File: config.mk
export PLATFORM = sky130hd
export DESIGN_NAME = snoop_cache
export DESIGN_NICKNAME = d
export VERILOG_FILES = /design/src/rtl/snoop_cache.sv
export SDC_FILE = /design/constraint.sdc
export NUM_CORES = 2
export LEC_CHECK = 0
export ABC_CLOCK_PERIOD_IN_PS = 15800
export BUFFER_PORTS_ARGS = -buffer_cell sky130_fd_sc_hd__buf_2
export CAP_MARGIN = 20
export CORE_ASPECT_RATIO = 0.9
export CORE_MARGIN = 4
export CORE_UTILIZATION = 42
export CTS_CLUSTER_DIAMETER = 150
export DETAILED_ROUTE_END_ITERATION = 10
export PLACE_DENSITY = 0.58
export SLEW_MARGIN = 30
export SYNTH_ARGS = -nofsm -noshare
export SYNTH_HDL_FRONTEND = slang
export SYNTH_SLANG_ARGS = --single-unit
File: constraint.sdc
create_clock -name clk -period 15.8 [get_ports clk]
set_clock_uncertainty 0.1 [all_clocks]
set_input_delay 3.16 -clock clk [delete_from_list [all_inputs] [get_ports clk]]
set_output_delay 3.16 -clock clk [all_outputs]
set_load 0.05 [all_outputs]
File: src/rtl/snoop_cache.sv
`timescale 1ns/1ps
module snoop_cache #(
  parameter int AW    = 32,
  parameter int DW    = 32,
  parameter int LINES = 16,
  parameter int WORDS = 4
) (
  input  logic                clk,
  input  logic                rst_n,
  input  logic                cpu_req,
  input  logic                cpu_we,
  input  logic [AW-1:0]       cpu_addr,
  input  logic [DW-1:0]       cpu_wdata,
  output logic                cpu_ready,
  output logic [DW-1:0]       cpu_rdata,
  output logic                bus_req,
  input  logic                bus_gnt,
  output logic                bo_valid,
  output logic [1:0]          bo_cmd,
  output logic [AW-1:0]       bo_addr,
  output logic [DW*WORDS-1:0] bo_data,
  input  logic [DW*WORDS-1:0] bus_rdata,
  input  logic                snp_valid,
  input  logic [1:0]          snp_cmd,
  input  logic [AW-1:0]       snp_addr,
  output logic                snp_intervene,
  output logic [DW*WORDS-1:0] snp_data
);
  localparam int BO = $clog2(DW/8);
  localparam int WW = $clog2(WORDS);
  localparam int IW = $clog2(LINES);
  localparam int OW = BO + WW;
  localparam int TW = AW - IW - OW;
  localparam int LW = DW * WORDS;
  localparam logic [1:0] CMD_RD = 2'd1, CMD_WB = 2'd2, CMD_INV = 2'd3;

  typedef enum logic [1:0] {S_IDLE, S_UPG, S_WB, S_FILL} st_t;
  st_t st, st_n;

  logic [LINES-1:0] vld, dty;
  logic [TW-1:0]    tagm [LINES];
  logic [LW-1:0]    dat  [LINES];

  logic [IW-1:0] ci, si;
  logic [TW-1:0] ct, stg;
  logic [WW-1:0] cw;
  logic          hit, shit, victim_dirty, ready_idle, upg_go;
  logic          unused_bits;

  assign ci  = cpu_addr[OW +: IW];
  assign ct  = cpu_addr[AW-1 -: TW];
  assign cw  = cpu_addr[BO +: WW];
  assign si  = snp_addr[OW +: IW];
  assign stg = snp_addr[AW-1 -: TW];
  assign unused_bits = ^{cpu_addr[BO-1:0], snp_addr[OW-1:0]};

  assign hit          = vld[ci] && (tagm[ci] == ct);
  assign victim_dirty = vld[ci] && dty[ci];
  assign shit         = snp_valid && vld[si] && (tagm[si] == stg);

  assign snp_intervene = shit && dty[si] && (snp_cmd == CMD_RD);
  assign snp_data      = dat[si];
  assign cpu_rdata     = dat[ci][cw*DW +: DW];

  assign ready_idle = (st == S_IDLE) && cpu_req && !snp_valid && hit && (!cpu_we || dty[ci]);
  assign upg_go     = (st == S_UPG) && hit && bus_gnt && !snp_valid;
  assign cpu_ready  = ready_idle || upg_go;

  assign bus_req  = ((st == S_UPG) && hit) || ((st == S_WB) && victim_dirty) || (st == S_FILL);
  assign bo_valid = bus_req && bus_gnt;
  assign bo_cmd   = (st == S_UPG) ? CMD_INV : (st == S_WB) ? CMD_WB : CMD_RD;
  assign bo_addr  = (st == S_WB) ? {tagm[ci], ci, {OW{1'b0}}} : {ct, ci, {OW{1'b0}}};
  assign bo_data  = (st == S_WB) ? dat[ci] : '0;

  always_comb begin
    st_n = st;
    case (st)
      S_IDLE: if (cpu_req && !snp_valid) begin
        if (!hit)                    st_n = victim_dirty ? S_WB : S_FILL;
        else if (cpu_we && !dty[ci]) st_n = S_UPG;
      end
      S_UPG:  if (!hit || upg_go)           st_n = S_IDLE;
      S_WB:   if (!victim_dirty || bus_gnt) st_n = S_FILL;
      S_FILL: if (bus_gnt)                  st_n = S_IDLE;
      default:                              st_n = S_IDLE;
    endcase
  end

  always_ff @(posedge clk) begin
    if (!rst_n) begin
      st  <= S_IDLE;
      vld <= '0;
      dty <= '0;
    end else begin
      st <= st_n;
      if (shit && snp_cmd == CMD_INV) begin
        vld[si] <= 1'b0;
        dty[si] <= 1'b0;
      end
      if (snp_intervene) dty[si] <= 1'b0;
      if (st == S_FILL && bo_valid) begin
        vld[ci] <= 1'b1;
        dty[ci] <= 1'b0;
      end
      if (st == S_WB && bo_valid) dty[ci] <= 1'b0;
      if (cpu_ready && cpu_we)    dty[ci] <= 1'b1;
    end
  end

  always_ff @(posedge clk) begin
    if (st == S_FILL && bo_valid) begin
      tagm[ci] <= ct;
      dat[ci]  <= bus_rdata;
    end
    if (cpu_ready && cpu_we) dat[ci][cw*DW +: DW] <= cpu_wdata;
  end

  a_r10_bus_exclusive: assert property (@(posedge clk) disable iff (!rst_n)
    !(bus_gnt && snp_valid));
  a_r1_fill_shared: assert property (@(posedge clk) disable iff (!rst_n)
    (bo_valid && bo_cmd == CMD_RD) |=> (vld[$past(ci)] && !dty[$past(ci)]));
  a_r3_upgrade_modified: assert property (@(posedge clk) disable iff (!rst_n)
    (bo_valid && bo_cmd == CMD_INV) |=> (vld[$past(ci)] && dty[$past(ci)]));
  a_r6_snoop_inv_drops: assert property (@(posedge clk) disable iff (!rst_n)
    (shit && snp_cmd == CMD_INV) |=> !vld[$past(si)]);
  a_r7_intervene_cleans: assert property (@(posedge clk) disable iff (!rst_n)
    snp_intervene |=> !dty[$past(si)]);
  a_r9_no_dirty_overwrite: assert property (@(posedge clk) disable iff (!rst_n)
    (bo_valid && bo_cmd == CMD_RD) |-> !victim_dirty);
endmodule

==> impl_metrics.env <==
export IMPL_drive_above_1_share_pct=42.59
export IMPL_sequentialPowerShare_pct=46.7
export IMPL_die_area_mm2=0.2878
export IMPL_drt_iter0_markers=8735
export IMPL_dr_wl_met3_mm=40.03
export IMPL_via_per_inst=6.589
export IMPL_crit_fanout=51
export IMPL_wl_mm=410.8
export IMPL_gp_congestion=0.8771
export IMPL_synth_edff_count=2432
export IMPL_slowest_stage="nor4_1"
export IMPL_ys_top_cells_by_area="edfxtp_1 (62%), mux4_2 (28%), nand2_1 (1.2%)"
export IMPL_cts_hold_buffers=0
export IMPL_route_met2_wl_mm=193.8
export IMPL_placed_area_mm2=0.1257
export IMPL_place_ws_ns=4.069
export IMPL_crit_required_ns=12.54
export IMPL_cts_tree="done"
export IMPL_rsz0062_at_grt="no"
export IMPL_timing_final_crit_share_pct=73.61
export IMPL_mostFrequentLayoutCells="edfxtp_1 (2432), mux4_2 (1477), buf_2 (539), nand2_1 (366), clkbuf_16 (288)"
export IMPL_maxSlewViolCount=0
export IMPL_path_class="input pin to output port"
export IMPL_final_common_cell="edfxtp_1"
export IMPL_hold_viol=0
export IMPL_dieWidth_um=565.1
export IMPL_drtAntennaViolNets=0
export IMPL_power_leakage_nw=43.09
export IMPL_power_density_mw_per_mm2=115.1
export IMPL_multi_input_area_mm2=0.04230
export IMPL_synth_seq_cells=2466
export IMPL_nNetsFinal=6672
export IMPL_worstMarginPinSlew_ns=1.106
export IMPL_final_setup_worst_slack_ns=4.170
export IMPL_cts_resized_gates=0
export IMPL_grt_pass1_wl_mm=557.6
export IMPL_numCtsBuffers=276
export IMPL_synthToLayoutAreaGrowth_pct=14.56
export IMPL_dp_hpwl_mm=254.0
export IMPL_yosysUniqueCellTypes=77
export IMPL_groute_usage_overall_pct=28.14
export IMPL_core_area_mm2=0.2771
export IMPL_slew_headroom_pct=26.26
export IMPL_vias=68300
export IMPL_worstSetupEndpointType="output port"
export IMPL_drv_cap=0
export IMPL_antenna_found_initial=74
export IMPL_yosysWarnings=0
export IMPL_finalCriticalPeriod_ns=11.63
export IMPL_cp_arrival_ns=8.37
export IMPL_cts_clk_slew_worst_paths_ns=0.06
export IMPL_synth_cells=5792
export IMPL_routedWlPerCell_um=39.63
export IMPL_fill_cells=22860
export IMPL_overflow=0
export IMPL_portBuffers=547
export IMPL_clkLatencyLatePin_ns=0.86
export IMPL_pwr_share_comb_pct=14.0
export IMPL_p_clk_share_pct=39.3
export IMPL_wl_met1_mm=154.5
export IMPL_drc_errors=0
export IMPL_worst_ir_drop_vdd_mv=0.07264
export IMPL_cts_buffer_depth=4
export IMPL_synth_area_leader_cell="edfxtp_1"
export IMPL_highest_layer="met5"
export IMPL_max_stage_delay_ns=0.91
export IMPL_cp_cell_sequence="buf_8, buf_4, mux4_2, mux2i_1, xnor2_1, nand2_1, o31a_1, nor4_1, nand3_1, o21ai_0, and2_1, buf_2"
export IMPL_cts_sinks=2466
export IMPL_syn_area_per_cell_um2=20.25
export IMPL_p_sw_w=0.004109
export IMPL_status="completed"
export IMPL_design_area_mm2=0.1344
export IMPL_start_util_pct=42.34
export IMPL_synthArstFlopShare_pct=0
export IMPL_synth_top_area_share_pct=62.25
export IMPL_boundaryPins=558
export IMPL_die_h_um=509.4
export IMPL_setup_tns_final_ns=0
export IMPL_hold_path_class="register to register"
export IMPL_ys_seq_area_share_pct=62.83
export IMPL_root_buffer="clkbuf_16"
export IMPL_first_global_vias=68000
export IMPL_internal_power_w=0.01136
export IMPL_dr_pass1_iters=6
export IMPL_finalSetupViolations=0
export IMPL_grt_max_degree=133
export IMPL_yosys_most_used_dff="edfxtp_1"
export IMPL_rows=183
export IMPL_start_kind="input pin"
export IMPL_postCtsSetupBuffers=0
export IMPL_regArea_mm2=0.07371
export IMPL_syn_area_mm2=0.1173
export IMPL_max_freq_mhz=85.98
export IMPL_switching_share_pct=26.56
export IMPL_final_util_pct=48.51
export IMPL_cts_max_level=5
[flip-flops by register name (all words and copies together), names as in the netlist]
| register | flops |
|---|---|
| dat | 2048 |
| dty | 16 |
| st | 2 |
| tagm | 384 |
| vld | 16 |
[final timing paths]
check / slack [ns] / cells past startpoint / endpoint / start
setup / recovery: 4.17 / 12 / bo_valid / cpu_addr[4]
hold / removal: 0.39 / 2 / dty[15] / dty[15]
setup reg to reg: 9.87 / 12 / dat[0][75] / tagm[0][3]
hold reg to reg: 0.39 / 2 / dty[15] / dty[15]
[through the flow]
stage	total power, W	hold slack [ns]	instances
2_1_floorplan	0.008724	0.3470	5795
3_3_place_gp	0.009503	0.3737	9839
3_5_place_dp	0.009524	0.3846	9844
4_1_cts	0.01555	0.3927	10320
5_1_grt	0.01590	0.4138	10340
6_report	0.01547	0.3939	10370
[area by class of cell]
cell class	instances	area share (%)
Sequential cell	2466	54.85
Multi-Input combinational cell	2831	31.48
Clock buffer	360	5.571
Timing Repair Buffer	811	3.859
Tap cell	3700	3.445
Clock inverter	112	0.5921
Inverter	43	0.1257
Antenna cell	44	0.08193
[routing by layer]
metal / global-route usage, % / vias up
met5: 0 / -
met4: 13.66 / 12
met3: 5.782 / 775
met2: 43.80 / 4036
met1: 38.16 / 37120
li1: - / 26370
[synth_stat cells, types with 5 or more instances]
cell type,count
mux4_1,9
nor2b_1,18
buf_4,17
edfxtp_1,2432
mux2i_1,123
dfxtp_1,34
nor2_1,112
nor3_1,12
and3_1,5
and2_1,136
mux2_2,47
a21oi_1,52
buf_6,6
o211ai_1,10
xor2_1,20
o31ai_1,8
nor3b_1,5
a211o_1,5
a22oi_1,28
o21ai_0,181
xnor2_1,27
ha_1,11
a32oi_1,5
a221oi_1,17
nand2_1,370
inv_1,37
nand3_1,21
a31oi_1,5
mux4_2,1477
a211oi_1,14
nand4_1,7
o2111ai_1,6
clkbuf_1,327
nand2b_1,17
buf_1,84
buf_2,20
o22ai_1,16
[kinds of logic after synthesis]
group	Yosys count	share of synthesized area, %
AND/OR/NAND/NOR	732	2.901
XOR/XNOR	47	0.3509
adder cells (fa/ha/maj)	11	0.1173
flip-flops	2466	62.83
AO/OA/AOI/OAI	380	2.003
buffers and inverters	498	1.721
multiplexers	1657	30.07
other	1	0.003197
[power by group through the flow]
| stage | Clock (W) | Combinational (W) | Sequential (W) |
|---|---|---|---|
| floorplan | 0 | 0.00136 | 0.00737 |
| global placement | 0 | 0.00214 | 0.00737 |
| detailed placement | 0 | 0.00216 | 0.00737 |
| CTS | 0.00616 | 0.00216 | 0.00723 |
| global route | 0.00644 | 0.00223 | 0.00723 |
| finish | 0.00608 | 0.00216 | 0.00723 |
[critical path, delay by kind of cell]
family | cells | cell delay (ns)
buf+inv | 3 | 1.46
compound gates | 2 | 0.81
xor+xnor | 1 | 0.21
mux | 2 | 1.07
simple gates | 4 | 1.57
Note: power is estimated with default switching activity, not from simulation.
